## src/rtl/bsu_pkg.sv

```systemverilog
package bsu_pkg;

    localparam int BSU_AW    = 20;
    localparam int BSU_IO_AW = 16;
    localparam int BSU_DW    = 16;

    typedef enum logic [1:0] {
        ST_IDLE   = 2'd0,
        ST_FIRST  = 2'd1,
        ST_SECOND = 2'd2,
        ST_FINISH = 2'd3
    } bsu_state_e;

endpackage

```

## src/rtl/bsu_addr_step.sv

```systemverilog
module bsu_addr_step #(
    parameter int AW    = 20,
    parameter int IO_AW = 16
) (
    input  logic [AW-1:0] base,
    input  logic          io,
    output logic [AW-1:0] next
);
    localparam int HI_W = AW - IO_AW;

    logic [IO_AW-1:0] io_next;

    always_comb begin
        io_next = base[IO_AW-1:0] + {{(IO_AW-1){1'b0}}, 1'b1};
        if (io)
            next = {{HI_W{1'b0}}, io_next};
        else
            next = base + {{(AW-1){1'b0}}, 1'b1};
    end
endmodule

```

## src/rtl/bsu_plan.sv

```systemverilog
module bsu_plan #(
    parameter int AW    = 20,
    parameter int IO_AW = 16,
    parameter int DW    = 16
) (
    input  logic          word,
    input  logic          io,
    input  logic [AW-1:0] addr,
    input  logic [DW-1:0] wdata,
    output logic          split,
    output logic          odd,
    output logic [AW-1:0] addr0,
    output logic [AW-1:0] addr1,
    output logic          bhe0_n,
    output logic          bhe1_n,
    output logic [DW-1:0] wd0,
    output logic [DW-1:0] wd1
);
    localparam int BW   = DW / 2;
    localparam int HI_W = AW - IO_AW;

    logic [AW-1:0] addr_eff;
    logic [BW-1:0] lo_byte;
    logic [BW-1:0] hi_byte;

    always_comb begin
        addr_eff = io ? {{HI_W{1'b0}}, addr[IO_AW-1:0]} : addr;
        odd      = addr_eff[0];
        split    = word && odd;
        lo_byte  = wdata[BW-1:0];
        hi_byte  = wdata[DW-1:BW];
    end

    bsu_addr_step #(.AW(AW), .IO_AW(IO_AW)) u_step (
        .base (addr_eff),
        .io   (io),
        .next (addr1)
    );

    always_comb begin
        addr0  = addr_eff;
        bhe0_n = !word && !odd;
        bhe1_n = 1'b1;
        if (word && !odd)
            wd0 = wdata;
        else if (odd)
            wd0 = {lo_byte, {BW{1'b0}}};
        else
            wd0 = {{BW{1'b0}}, lo_byte};
        wd1 = {{BW{1'b0}}, hi_byte};
    end
endmodule

```

## src/rtl/bsu_read_merge.sv

```systemverilog
module bsu_read_merge #(
    parameter int DW = 16
) (
    input  logic          clk,
    input  logic          rst_n,
    input  logic          clear,
    input  logic          cap_first,
    input  logic          cap_second,
    input  logic          word,
    input  logic          odd,
    input  logic [DW-1:0] lanes,
    output logic [DW-1:0] result
);
    localparam int BW = DW / 2;

    always_ff @(posedge clk or negedge rst_n) begin
        if (!rst_n) begin
            result <= '0;
        end else if (clear) begin
            result <= '0;
        end else if (cap_first) begin
            if (word && odd)
                result[BW-1:0] <= lanes[DW-1:BW];
            else if (word)
                result <= lanes;
            else if (odd)
                result <= {{BW{1'b0}}, lanes[DW-1:BW]};
            else
                result <= {{BW{1'b0}}, lanes[BW-1:0]};
        end else if (cap_second) begin
            result[DW-1:BW] <= lanes[BW-1:0];
        end
    end
endmodule

```

## src/rtl/bus_split_unit.sv

```systemverilog
module bus_split_unit
    import bsu_pkg::*;
#(
    parameter int AW    = BSU_AW,
    parameter int IO_AW = BSU_IO_AW,
    parameter int DW    = BSU_DW
) (
    input  logic          clk,
    input  logic          rst_n,
    input  logic          req_valid,
    output logic          req_ready,
    input  logic          req_write,
    input  logic          req_word,
    input  logic          req_io,
    input  logic [AW-1:0] req_addr,
    input  logic [DW-1:0] req_wdata,
    output logic          resp_done,
    output logic [DW-1:0] resp_rdata,
    output logic          cyc_req,
    output logic [AW-1:0] cyc_addr,
    output logic          cyc_bhe_n,
    output logic          cyc_mem,
    output logic          cyc_write,
    output logic [DW-1:0] cyc_wdata,
    input  logic          cyc_done,
    input  logic [DW-1:0] cyc_rdata
);
    bsu_state_e state, state_nx;

    logic          q_write, q_word, q_io;
    logic [AW-1:0] q_addr;
    logic [DW-1:0] q_wdata;
    logic          accept;

    logic          p_split, p_odd, p_bhe0_n, p_bhe1_n;
    logic [AW-1:0] p_addr0, p_addr1;
    logic [DW-1:0] p_wd0, p_wd1;

    assign accept = req_valid && (state == ST_IDLE);

    always_ff @(posedge clk or negedge rst_n) begin
        if (!rst_n) begin
            q_write <= 1'b0;
            q_word  <= 1'b0;
            q_io    <= 1'b0;
            q_addr  <= '0;
            q_wdata <= '0;
        end else if (accept) begin
            q_write <= req_write;
            q_word  <= req_word;
            q_io    <= req_io;
            q_addr  <= req_addr;
            q_wdata <= req_wdata;
        end
    end

    bsu_plan #(.AW(AW), .IO_AW(IO_AW), .DW(DW)) u_plan (
        .word   (q_word),
        .io     (q_io),
        .addr   (q_addr),
        .wdata  (q_wdata),
        .split  (p_split),
        .odd    (p_odd),
        .addr0  (p_addr0),
        .addr1  (p_addr1),
        .bhe0_n (p_bhe0_n),
        .bhe1_n (p_bhe1_n),
        .wd0    (p_wd0),
        .wd1    (p_wd1)
    );

    always_ff @(posedge clk or negedge rst_n) begin
        if (!rst_n)
            state <= ST_IDLE;
        else
            state <= state_nx;
    end

    always_comb begin
        state_nx = state;
        unique case (state)
            ST_IDLE:   if (req_valid) state_nx = ST_FIRST;
            ST_FIRST:  if (cyc_done)  state_nx = p_split ? ST_SECOND : ST_FINISH;
            ST_SECOND: if (cyc_done)  state_nx = ST_FINISH;
            ST_FINISH: state_nx = ST_IDLE;
            default:   state_nx = ST_IDLE;
        endcase
    end

    bsu_read_merge #(.DW(DW)) u_merge (
        .clk        (clk),
        .rst_n      (rst_n),
        .clear      (accept),
        .cap_first  ((state == ST_FIRST) && cyc_done),
        .cap_second ((state == ST_SECOND) && cyc_done),
        .word       (q_word),
        .odd        (p_odd),
        .lanes      (cyc_rdata),
        .result     (resp_rdata)
    );

    always_comb begin
        req_ready = 1'b0;
        resp_done = 1'b0;
        cyc_req   = 1'b0;
        cyc_addr  = '0;
        cyc_bhe_n = 1'b1;
        cyc_mem   = 1'b0;
        cyc_write = 1'b0;
        cyc_wdata = '0;
        unique case (state)
            ST_IDLE: req_ready = 1'b1;
            ST_FIRST: begin
                cyc_req   = 1'b1;
                cyc_addr  = p_addr0;
                cyc_bhe_n = p_bhe0_n;
                cyc_mem   = !q_io;
                cyc_write = q_write;
                cyc_wdata = q_write ? p_wd0 : '0;
            end
            ST_SECOND: begin
                cyc_req   = 1'b1;
                cyc_addr  = p_addr1;
                cyc_bhe_n = p_bhe1_n;
                cyc_mem   = !q_io;
                cyc_write = q_write;
                cyc_wdata = q_write ? p_wd1 : '0;
            end
            ST_FINISH: resp_done = 1'b1;
            default: req_ready = 1'b0;
        endcase
    end


    busy_not_ready_chk: assert property (@(posedge clk) disable iff (!rst_n)
        (req_valid && req_ready) |=> !req_ready);


    cycle_hold_chk: assert property (@(posedge clk) disable iff (!rst_n)
        (cyc_req && !cyc_done) |=> (cyc_req && $stable(cyc_addr) && $stable(cyc_bhe_n) && $stable(cyc_wdata)));


    done_pulse_chk: assert property (@(posedge clk) disable iff (!rst_n)
        resp_done |=> (!resp_done && req_ready));


    io_upper_zero_chk: assert property (@(posedge clk) disable iff (!rst_n)
        (cyc_req && !cyc_mem) |-> (cyc_addr[AW-1:IO_AW] == '0));


    bank_code_chk: assert property (@(posedge clk) disable iff (!rst_n)
        cyc_req |-> !(cyc_addr[0] && cyc_bhe_n));


    second_low_lane_chk: assert property (@(posedge clk) disable iff (!rst_n)
        (cyc_req && $past(cyc_done) && $past(cyc_req)) |-> (!cyc_addr[0] && cyc_bhe_n));


    read_quiet_chk: assert property (@(posedge clk) disable iff (!rst_n)
        (cyc_req && !cyc_write) |-> (cyc_wdata == '0));
endmodule

```

## config.mk

```make
export PLATFORM = sky130hd
export DESIGN_NAME = bus_split_unit
export DESIGN_NICKNAME = d
export VERILOG_FILES = /design/src/rtl/bsu_pkg.sv /design/src/rtl/bsu_addr_step.sv /design/src/rtl/bsu_plan.sv /design/src/rtl/bsu_read_merge.sv /design/src/rtl/bus_split_unit.sv
export SDC_FILE = /design/constraint.sdc
export NUM_CORES = 1
export LEC_CHECK = 0
export CORE_ASPECT_RATIO = 0.7
export CORE_UTILIZATION = 48
export CTS_CLUSTER_SIZE = 8
export DETAILED_ROUTE_END_ITERATION = 10
export PLACE_DENSITY = 0.81
export SYNTH_ARGS = -nofsm -noshare
export SYNTH_HDL_FRONTEND = slang
export SYNTH_HIERARCHICAL = 1
export SYNTH_SLANG_ARGS = --single-unit
```

## constraint.sdc

```tcl
create_clock -name clk -period 2.9 [get_ports clk]
set_input_delay 0.58 -clock clk [delete_from_list [all_inputs] [get_ports clk]]
set_output_delay 0.58 -clock clk [all_outputs]
set_load 0.01 [all_outputs]
```

After elaboration in Yosys (flattened, before gate mapping) --
Index checks and enable logic that the tools add are counted. Widths: inputs -> output; s select.
Cells by class: $add $sub $neg 2, equality and inequality tests 7, multiplexer cells 27, reductions and logical operators 15
Operators by type and width (number):
- $mux 16 | 5
- $mux 8 | 7
- $mux 20 | 2
- $pmux 20 s2 | 1
- $pmux 16 s2 | 1
- $add 20x1->20 const B | 1
- $add 16x1->16 const B | 1
- $pmux 2 s4 | 1
- $mux 1 | 7
- $logic_and 1x1->1 | 6
- $mux 2 | 3
- $ne 2x2->1 const B | 3
- $eq 2x2->1 const B | 2
- $logic_not 1->1 | 3
- $ne 3x3->1 const B | 1
- $reduce_and 3->1 | 1
- $reduce_bool 3->1 | 1
- $eq 2x1->1 const B | 1
- $logic_not 2->1 | 1
- $reduce_and 2->1 | 1
- $reduce_bool 2->1 | 1
- $reduce_or 2->1 | 1
Storage, ports and cells: word-level logic and storage cells 59, output and inout port bits 58, flip-flop bits (word level) 57, input port bits 59

Depth between registers and ports, before layout --
Gate-level depths: netlist of run 1.
depth after elaboration 6, mapped depth 9, mapped depth without buffers 7

Hierarchy --
The synthesis of run 1 kept the hierarchy.
By module, submodules not included:
- bus_split_unit | area an instance 2214.6 µm², cells each 191, sequential area each 1026.0 µm², instances 1
- bsu_read_merge | area an instance 818.3 µm², cells each 68, sequential area each 400.4 µm², instances 1
- bsu_plan | area an instance 494.2 µm², cells each 77, sequential area each 0.0 µm², instances 1
- bsu_addr_step | area an instance 401.6 µm², cells each 59, sequential area each 0.0 µm², instances 1

Worst setup path before layout of run 1 --
No wires, ideal clock.
kind register to output, start register q_addr[0], end output cyc_addr[16], path buffers 0, data required time 2.320 ns, stages on the path, launching flop included 7, setup slack 0.454 ns, arrival 1.866 ns, cell sequence dfrtp_1 -> ha_1 -> nand3_2 -> or4_1 -> a21oi_1 -> a22oi_1 -> nor2b_1
Between the ends: word-level cells in the longest chain between the ends 4
RTL lines:
- start, declared | line bus_split_unit.sv:31 | logic [AW-1:0] q_addr;
- start signal, assigned | line bus_split_unit.sv:52 | q_addr <= req_addr;
- $mux 20 | line bsu_plan.sv:27 | addr_eff = io ? {{HI_W{1'b0}}, addr[IO_AW-1:0]} : addr;
- $add 20x1->20 | line bsu_addr_step.sv:18 | next = base + {{(AW-1){1'b0}}, 1'b1};
- $mux 20 | line bsu_addr_step.sv:15 | if (io)
- named net p_addr1[16] | line bus_split_unit.sv:36 | logic [AW-1:0] p_addr0, p_addr1;
- $pmux 20 s2 | line bus_split_unit.sv:111 | unique case (state)
- end, declared | line bus_split_unit.sv:20 | output logic [AW-1:0] cyc_addr,
The timed path passes the listed nets, and every way through them passes these cells.

Final worst setup path of run 1 --
start register q_io, end output cyc_addr[19]
Between the ends: word-level cells in the longest chain between the ends 4
RTL lines:
- start, declared | line bus_split_unit.sv:30 | logic q_write, q_word, q_io;
- start signal, assigned | line bus_split_unit.sv:51 | q_io <= req_io;
- $mux 20 | line bsu_plan.sv:27
- named net p_addr0[18] | line bus_split_unit.sv:36
- $add 20x1->20 | line bsu_addr_step.sv:18
- $mux 20 | line bsu_addr_step.sv:15
- named net p_addr1[19] | line bus_split_unit.sv:36
- $pmux 20 s2 | line bus_split_unit.sv:111
The timed path passes the listed nets, and every way through them passes these cells.

==> summary.txt, run 1 <==
Status
  • Status: complete, no violations

Logic synthesis
  • Top FF cell, synth: dfrtp_1
  • Asr flop ratio synth: 100%
  • Synth Warn #: 6
  • Post-synth EDFFs: 0
  • Yosys cell types: 44
  • Seq/Total Area, Yosys: 36.3%
  • Syn Area/Cell: 9.95 um^2
  • Seq cells post-synth: 57
  • Area of the mapped netlist: 3930 um^2
  • Synthesized instance count: 395

Pwr
  • Sw frac: 38.5%
  • Peak supply drop: 0.000548 V
  • Logic gate share of total power: 58.8%
  • Sequential share of power: 24.9%
  • Cell Int Power: 3850 uW
  • P_sw: 2410 uW
  • Clock Power Share: 16.3%
  • Pwr Density: 1150 nW/um^2
  • Lkg Pwr: 0.00230 uW

Flow run
  • Max cap viols: 0

Place
  • GP Congestion: 0.880
  • Worst Setup Slack post-DPL: 0.0234 ns
  • PortBufs: 116
  • Hpwl dp: 7090 um

Timing
  • Max Fclk: 347 MHz
  • Final Max Slew Viols: 0
  • Final Hold Vio Count: 0
  • Final setup TNS: 0 ns
  • Post-route clock skew: 0.0113 ns
  • Final hold slack: 0.289 ns
  • Period minus WS final: 2.88 ns
  • Slew @ Worst Pin: 0.679 ns
  • Worst rel slew slack: 54.8%
  • Tcrit/Tclk final: 99.3%
  • Final WS setup: 0.0216 ns
  • Setup violations, final: 0
  • RSZ-0062 raised after global routing: yes

Final layout
  • FF/Latch Area: 1430 um^2
  • Layout cells sized above 1: 24.5%
  • Fill cells: 617
  • Fin nets: 567
  • Multi-input logic area: 2180 um^2
  • P&R area growth vs syn: 39.0%
  • Diode count: 0
  • Commonest non-fill, non-tap cell in the layout: clkdlybuf4s50_1
  • Commonest cells after routing, fill and taps aside: clkdlybuf4s50_1, dfrtp_1, mux2_2
  • Fin util: 69.1%

Worst setup path
  • FF-to-FF Start: state[1]
  • CP endpoint kind: primary output
  • CP cell instances: buf_6 > nor2b_4 > inv_1 > nor4_4 > mux2_4 > a22oi_1 > nor2b_1 > dlygate4sd2_1
  • Largest delay share family, worst path: simple AND/OR/NAND/NOR gates
  • Setup CP Type: reg -> out
  • Critical path origin: q_io
  • CP max-delay cell: dfrtp_2
  • Data required time of the worst path: 2.32 ns
  • Max incr delay on CP: 0.44 ns
  • Crit path max fanout: 8
  • Critical path startpoint category: register
  • WP data arrival: 2.30 ns
  • Buf/Inv on CP: 3

Global routing
  • Pin count of the biggest net entering global routing: 40
  • First-pass GRT wire length: 15,600 um
  • Global route overflow: 0
  • Initial antenna violation count: 0
  • GR Util All Layers: 24.1%
  • Vias in the first global route: 3,218

Min path
  • Hold Crit Class: in -> async

Route
  • DRT antenna net count: 0
  • Drt wl/cell: 16.8 um
  • Iteration-0 DRC Markers: 191
  • Post-Route WL: 10,200 um
  • Vias/cell: 5.51
  • Vias: 3,342
  • Drt pass-1 iters: 5
  • DRC viols: 0

Clocking
  • CTS tree: built
  • Worst-Skew Late Latency: 0.32 ns
  • Clock Root Buffer: clkbuf_16
  • Max H-tree Level: 3
  • Clk slew on worst S/H paths: 0.05 ns
  • CTS Hold Bufs: 0
  • Clock Sinks: 57
  • Clock Tree Buf Depth: 2
  • Cts bufs inserted: 9

Die
  • Die ar.: 8560 um^2
  • Site Rows: 27
  • Die Wd: 110 um
  • Core area: 7910 um^2
  • Io pins: 117
  • Die H: 77.7 um
  • Initial Utilization: 49.7%
-- state kept, by name, summed over array words and instances, names as in the netlist --
signal and cells:
q_write 1, q_wdata 16, q_addr 20, state 2, q_io 1, u_merge/result 16
q_word 1
-- Yosys cell counts, drive strengths merged, types with 3 or more instances --
cell type  count  area share (%)
a211oi         8             1.5
a21oi          4            0.51
a22o           7             1.6
a22oi         37             7.1
and2           3            0.48
and2b          6             1.1
buf           49             9.1
clkbuf         8             1.8
dfrtp         57              36
ha             6             1.9
inv            7            0.67
mux2          49              14
mux2i          8             2.0
nand2         24             2.4
nand3         12             2.0
nand4          3            0.48
nor2          32             3.1
nor2b         30             4.8
o21ai          8             1.3
o31ai          4            0.76
or4            3            0.57
xnor2          9             2.0
xor2           5             1.1
-- power by group through the flow --
stage | Clock [uW] | Combinational (uW) | Sequential [uW]
finish | 1020 | 3680 | 1560
global route | 1070 | 3970 | 1610
CTS | 1040 | 3600 | 1530
detailed placement | 0 | 3530 | 1530
global placement | 0 | 3440 | 1510
floorplan | 0 | 2330 | 1590
-- cell families (layout without fill, tap and decap cells) --
group	count (synthesis)	in the layout	synth area share [%]
flops	57	57	36.3
xor+xnor	14	14	3.12
fa+ha+maj	6	6	1.91
other cells	2	9	0.191
compound gates	71	71	14.0
buf+inv	64	168	11.6
simple gates	124	124	16.8
mux	57	57	16.1
-- routing by layer --
| layer | track usage [%] | share of wire, % | vias up |
|---|---|---|---|
| met5 | 0 | 0 | - |
| met4 | 7.76 | 1.0 | 0 |
| met3 | 5.38 | 6.7 | 12 |
| met2 | 37.4 | 47 | 126 |
| met1 | 33.2 | 45 | 1623 |
| li1 | - | - | 1581 |
-- final timing paths --
| check | to | slack [ns] | depth (start not counted) |
|---|---|---|---|
| setup / recovery | cyc_addr[19] | 0.02 | 8 |
| hold / removal | q_addr[3] | 0.29 | 1 |
| setup reg to reg | u_merge/result[9] | 0.37 | 7 |
| hold reg to reg | u_merge/result[8] | 0.51 | 1 |
| max in group asynchronous | q_io | 1.99 | 2 |
| min in group clk | u_merge/result[8] | 0.51 | 1 |
-- cell type report --
| type | count | share of cell area, % |
|---|---|---|
| Clock inverter | 4 | 0.825 |
| Multi-Input combinational cell | 281 | 39.9 |
| Tap cell | 101 | 2.31 |
| Inverter | 7 | 0.481 |
| Sequential cell | 57 | 26.2 |
| Timing Repair Buffer | 146 | 25.8 |
| Clock buffer | 11 | 4.45 |
-- what timing repair did --
| item | 4_1_cts | 5_1_grt |
|---|---|---|
| cloned | 0 | 0 |
| endpoints found under the setup margin | 18 | 21 |
| setup buffers | 2 | 1 |
| pin swaps | 3 | 1 |
| gates resized for setup | 22 | 24 |
-- per-stage QoR --
stage | cells | area (um^2) | power (uW)
after floorplan | 402 | 3960 | 3920
after global placement | 589 | 5030 | 4950
after detailed placement | 589 | 5030 | 5060
after CTS | 606 | 5390 | 6170
after global routing | 607 | 5460 | 6650
final | 607 | 5460 | 6260
Note: power is estimated with default switching activity, not from simulation.
==> run 2, diff against run 1 <==
CTS_BUF_LIST = sky130_fd_sc_hd__clkbuf_8 sky130_fd_sc_hd__clkbuf_16   (was default)
==> summary.txt, run 2 (synthesis gave the netlist of run 1 again) <==
Status
  • Status: complete, no violations

Clocking
  • CTS tree: built
  • Clock Root Buffer: clkbuf_16
  • Clk slew on worst S/H paths: 0.06 ns
  • Cts bufs inserted: 9
  • Clock Tree Buf Depth: 2
  • Max H-tree Level: 3
  • Worst-Skew Late Latency: 0.32 ns
  • CTS Hold Bufs: 0
  • Clock Sinks: 57

Global routing
  • GR Util All Layers: 24.1%
  • Pin count of the biggest net entering global routing: 40
  • Vias in the first global route: 3,218
  • First-pass GRT wire length: 15,600 um
  • Global route overflow: 0
  • Initial antenna violation count: 0

Min path
  • Hold Crit Class: in -> async

Timing
  • Max Fclk: 347 MHz
  • Final WS setup: 0.0213 ns
  • Post-route clock skew: 0.0114 ns
  • Period minus WS final: 2.88 ns
  • Final setup TNS: 0 ns
  • Worst rel slew slack: 54.8%
  • Setup violations, final: 0
  • Final Max Slew Viols: 0
  • RSZ-0062 raised after global routing: yes
  • Slew @ Worst Pin: 0.679 ns
  • Final Hold Vio Count: 0
  • Tcrit/Tclk final: 99.3%

Route
  • Drt wl/cell: 16.8 um
  • Drt pass-1 iters: 5
  • Iteration-0 DRC Markers: 191
  • Post-Route WL: 10,200 um
  • DRC viols: 0
  • DRT antenna net count: 0
  • Vias: 3,342
  • Vias/cell: 5.51

Worst setup path
  • Setup CP Type: reg -> out
  • Flop-to-flop setup slack: 0.37 ns
  • FF-to-FF Start: state[1]
  • Critical path startpoint category: register
  • Data required time of the worst path: 2.32 ns
  • Crit path max fanout: 8
  • CP endpoint kind: primary output
  • Reg-to-Reg End: u_merge/result[9]
  • WP data arrival: 2.30 ns
  • Worst Reg-to-Reg Cells: 7

Die
  • Initial Utilization: 49.7%
  • Die H: 77.7 um
  • Die ar.: 8560 um^2
  • Die Wd: 110 um
  • Core area: 7910 um^2
  • Io pins: 117
  • Site Rows: 27

Place
  • Worst Setup Slack post-DPL: 0.0234 ns
  • PortBufs: 116
  • Hpwl dp: 7090 um
  • GP Congestion: 0.880

Pwr
  • Lkg Pwr: 0.00231 uW
  • Peak supply drop: 0.000547 V
  • Pwr Density: 1150 nW/um^2

Final layout
  • Multi-input logic area: 2180 um^2
  • Commonest non-fill, non-tap cell in the layout: clkdlybuf4s50_1
  • Fin nets: 567
  • Fill cells: 617
  • Layout cells sized above 1: 24.5%
  • P&R area growth vs syn: 39.0%
  • FF/Latch Area: 1430 um^2
  • Largest regs: q_addr x20, q_wdata x16, u_merge/result x16
  • Max FFs per register: 20
  • Diode count: 0
  • Commonest cells after routing, fill and taps aside: clkdlybuf4s50_1, dfrtp_1, mux2_2
  • Most flop-heavy register: q_addr

Flow run
  • Max cap viols: 0
## run 2: cell count changes in the layout (fill, tap and decap cells not counted)
cell,delta
inv_1,+1
clkbuf_1,-1
## run 2: through the flow
stage	instances	util (%)	area [um^2]	total power, uW	hold WS (ns)
after detailed placement	589	63.6	5030	5060	0.497
final	607	69.1	5460	6260	0.288
after global routing	607	69.1	5460	6650	0.356
after CTS	606	68.2	5390	6170	0.313
after global placement	589	63.6	5030	4950	0.482
after floorplan	402	-	3960	3920	0.284
## run 2: worst max-delay path, stage by stage (launching register included)
cell	delay, ns
dfrtp_2	0.44
buf_6	0.15
nor2b_4	0.13
inv_1	0.08
nor4_4	0.33
mux2_4	0.33
a22oi_1	0.18
nor2b_1	0.07
dlygate4sd2_1	0.28
## run 2: layout make-up
type / count / area share (%)
multi-input combinational: 281 / 39.9
timing repair buffer: 146 / 25.8
inverter: 7 / 0.481
sequential: 57 / 26.2
tap: 101 / 2.31
clock buffer: 10 / 4.38
clock inverter: 5 / 0.894
## run 2: worst max path at each step
stage	to	startpoint	slack, ns	cells after the start
global placement	cyc_addr[15]	q_addr[7]	0.05	9
CTS	cyc_addr[14]	q_addr[3]	-0.1	8
detailed placement	cyc_addr[18]	q_io	0.02	7
finish	cyc_addr[19]	q_io	0.02	8
floorplan	cyc_addr[16]	q_addr[0]	0.45	6
global route	cyc_addr[19]	q_io	-0.07	8
## run 2: metal layers
layer | up-vias | track usage [%] | routed length, um
met5 | - | 0 | 0
met4 | 0 | 7.76 | 107
met2 | 124 | 37.4 | 4800
met1 | 1625 | 33.2 | 4630
met3 | 12 | 5.38 | 659
li1 | 1581 | - | -
## run 2: where the power goes
| part | internal [uW] | switching (uW) | total [uW] |
|---|---|---|---|
| clock network | 673 | 343 | 1020 |
| registers | 1210 | 344 | 1560 |
| logic | 1960 | 1720 | 3680 |
| total | 3850 | 2410 | 6260 |
## run 2: repair_timing
item	in CTS	in global routing
buffers inserted	2	1
gates resized for setup	22	24
pin swaps	3	1
endpoints found under the setup margin	18	21
==> run 3, diff against run 2 <==
CORE_UTILIZATION = 43   (was 48)
PLACE_DENSITY = 0.77   (was 0.81)
clock period = 2.6 ns   (was 2.9 ns; I/O delays follow)
==> summary.txt, run 3 (synthesis gave the netlist of run 1 again) <==
Place
  • Hpwl dp: 7240 um
  • GP Congestion: 0.818
  • DP Area: 5140 um^2
  • Worst Setup Slack post-DPL: -0.171 ns
  • PortBufs: 116

Pwr
  • Lkg Pwr: 0.00256 uW
  • Pwr Density: 1280 nW/um^2
  • Peak supply drop: 0.000511 V
  • Clock Power Share: 14.7%
  • Logic gate share of total power: 61.7%
  • Cell Int Power: 4480 uW
  • Sequential share of power: 23.6%
  • P_sw: 2860 uW
  • Sw frac: 39.0%

Timing
  • Worst rel slew slack: 63.8%
  • Max Fclk: 373 MHz
  • Final Max Slew Viols: 0
  • Final WS setup: -0.0805 ns
  • Slew @ Worst Pin: 0.543 ns
  • Period minus WS final: 2.68 ns
  • RSZ-0062 raised after global routing: yes
  • Setup violations, final: 4
  • Final hold slack: 0.190 ns
  • Final Hold Vio Count: 0
  • Final setup TNS: -0.158 ns
  • Tcrit/Tclk final: 103%
  • Post-route clock skew: 0.00370 ns

Clocking
  • Cts bufs inserted: 9
  • Clock Sinks: 57
  • Clock Root Buffer: clkbuf_16
  • Worst-Skew Late Latency: 0.32 ns
  • Clk slew on worst S/H paths: 0.05 ns
  • Clock Tree Buf Depth: 2
  • Max H-tree Level: 3
  • CTS tree: built

Final layout
  • Largest regs: q_addr x20, q_wdata x16, u_merge/result x16
  • Fin nets: 589
  • Fin util: 66.6%
  • P&R area growth vs syn: 46.6%
  • Design area: 5760 um^2
  • Layout cells sized above 1: 32.1%
  • Multi-input logic area: 2270 um^2
  • Commonest cells after routing, fill and taps aside: clkdlybuf4s50_1, dfrtp_1, mux2_2
  • Most flop-heavy register: q_addr
  • Max FFs per register: 20
  • Fill cells: 692
  • Diode count: 0
  • FF/Latch Area: 1430 um^2
  • Commonest non-fill, non-tap cell in the layout: clkdlybuf4s50_1

Worst setup path
  • CP endpoint kind: primary output
  • Crit path max fanout: 3
  • Data required time of the worst path: 2.08 ns
  • Setup CP Type: reg -> out
  • Worst Reg-to-Reg Cells: 6
  • Critical path startpoint category: register
  • WP data arrival: 2.16 ns

Route
  • DRC viols: 0
  • Vias: 3,460
  • DRT antenna net count: 0
  • Iteration-0 DRC Markers: 168
  • Drt pass-1 iters: 4
  • Vias/cell: 5.33
  • Drt wl/cell: 16.7 um
  • Post-Route WL: 10,800 um

Die
  • Die H: 82.0 um
  • Site Rows: 28
  • Die ar.: 9530 um^2
  • Initial Utilization: 45.4%
  • Core area: 8650 um^2
  • Io pins: 117
  • Die Wd: 116 um

Status
  • Failing checks: setup timing
  • Status: finished, violations left

Min path
  • Hold Crit Class: in -> async

Flow run
  • Max cap viols: 0

Global routing
  • GR Util All Layers: 23.0%
  • First-pass GRT wire length: 16,700 um
  • Initial antenna violation count: 0
  • Pin count of the biggest net entering global routing: 58
  • Global route overflow: 0
  • Vias in the first global route: 3,434
==> run 3: changes by cell type in the layout (fill, tap and decap cells not counted), sizes merged <==
cell	before	now
buf	32	60
bufinv	1	0
bufbuf	0	1
inv	8	9
clkdlybuf4s15	1	0
clkdlybuf4s50	105	90
clkbuf	11	16
dlymetal6s2s	4	9
==> run 3: worst max-delay path: stages, from the launching register on <==
cell and delay, ns:
dfrtp_1 0.40, buf_6 0.14, nand2_4 0.07, or2_4 0.26, nor4_4 0.29, mux2_4 0.33, a22oi_2 0.15, nor2b_1 0.07
buf_2 0.14
==> run 3: power groups by stage <==
| stage | clock network (uW) | registers (uW) | logic, uW |
|---|---|---|---|
| final | 1080 | 1740 | 4540 |
| after global routing | 1150 | 1800 | 4890 |
| after CTS | 1100 | 1720 | 4350 |
| after detailed placement | 0 | 1700 | 4070 |
| after global placement | 0 | 1670 | 3970 |
| after floorplan | 0 | 1780 | 2590 |
==> run 3: final timing paths <==
kind / from / endpoint / slack, ns
max: q_addr[0] / cyc_addr[19] / -0.08
min: rst_n / q_addr[4] / 0.19
max reg2reg: state[1] / u_merge/result[12] / 0.42
min reg2reg: q_addr[18] / q_addr[18] / 0.50
max in group asynchronous: rst_n / q_word / 2.10
min in group clk: q_addr[18] / q_addr[18] / 0.50
==> run 3: repair_timing <==
item	in CTS	in global routing
hold buffers	0	0
buffers inserted	7	6
pin swaps	9	15
cloned	1	0
setup endpoints to repair	38	33
gates resized for setup	67	51
==> run 3: routing by layer <==
layer | wire length [um] | track usage [%]
met1 | 4760 | 29.7
met2 | 5260 | 38.2
met3 | 715 | 6.05
met4 | 105 | 5.64
met5 | 0 | 0
==> run 3: through the flow <==
step | total power (uW) | instances
finish | 7350 | 649
floorplan | 4370 | 402
global route | 7830 | 649
detailed placement | 5780 | 619
global placement | 5650 | 619
CTS | 7170 | 643
==> run 3: cell type report <==
type	count	share of cell area, %
multi-input cells	281	39.5
flip-flops and latches	57	24.8
clock inverters	5	0.391
well taps	120	2.61
repair buffers	168	27.8
inverters	7	0.500
clock buffers	11	4.39
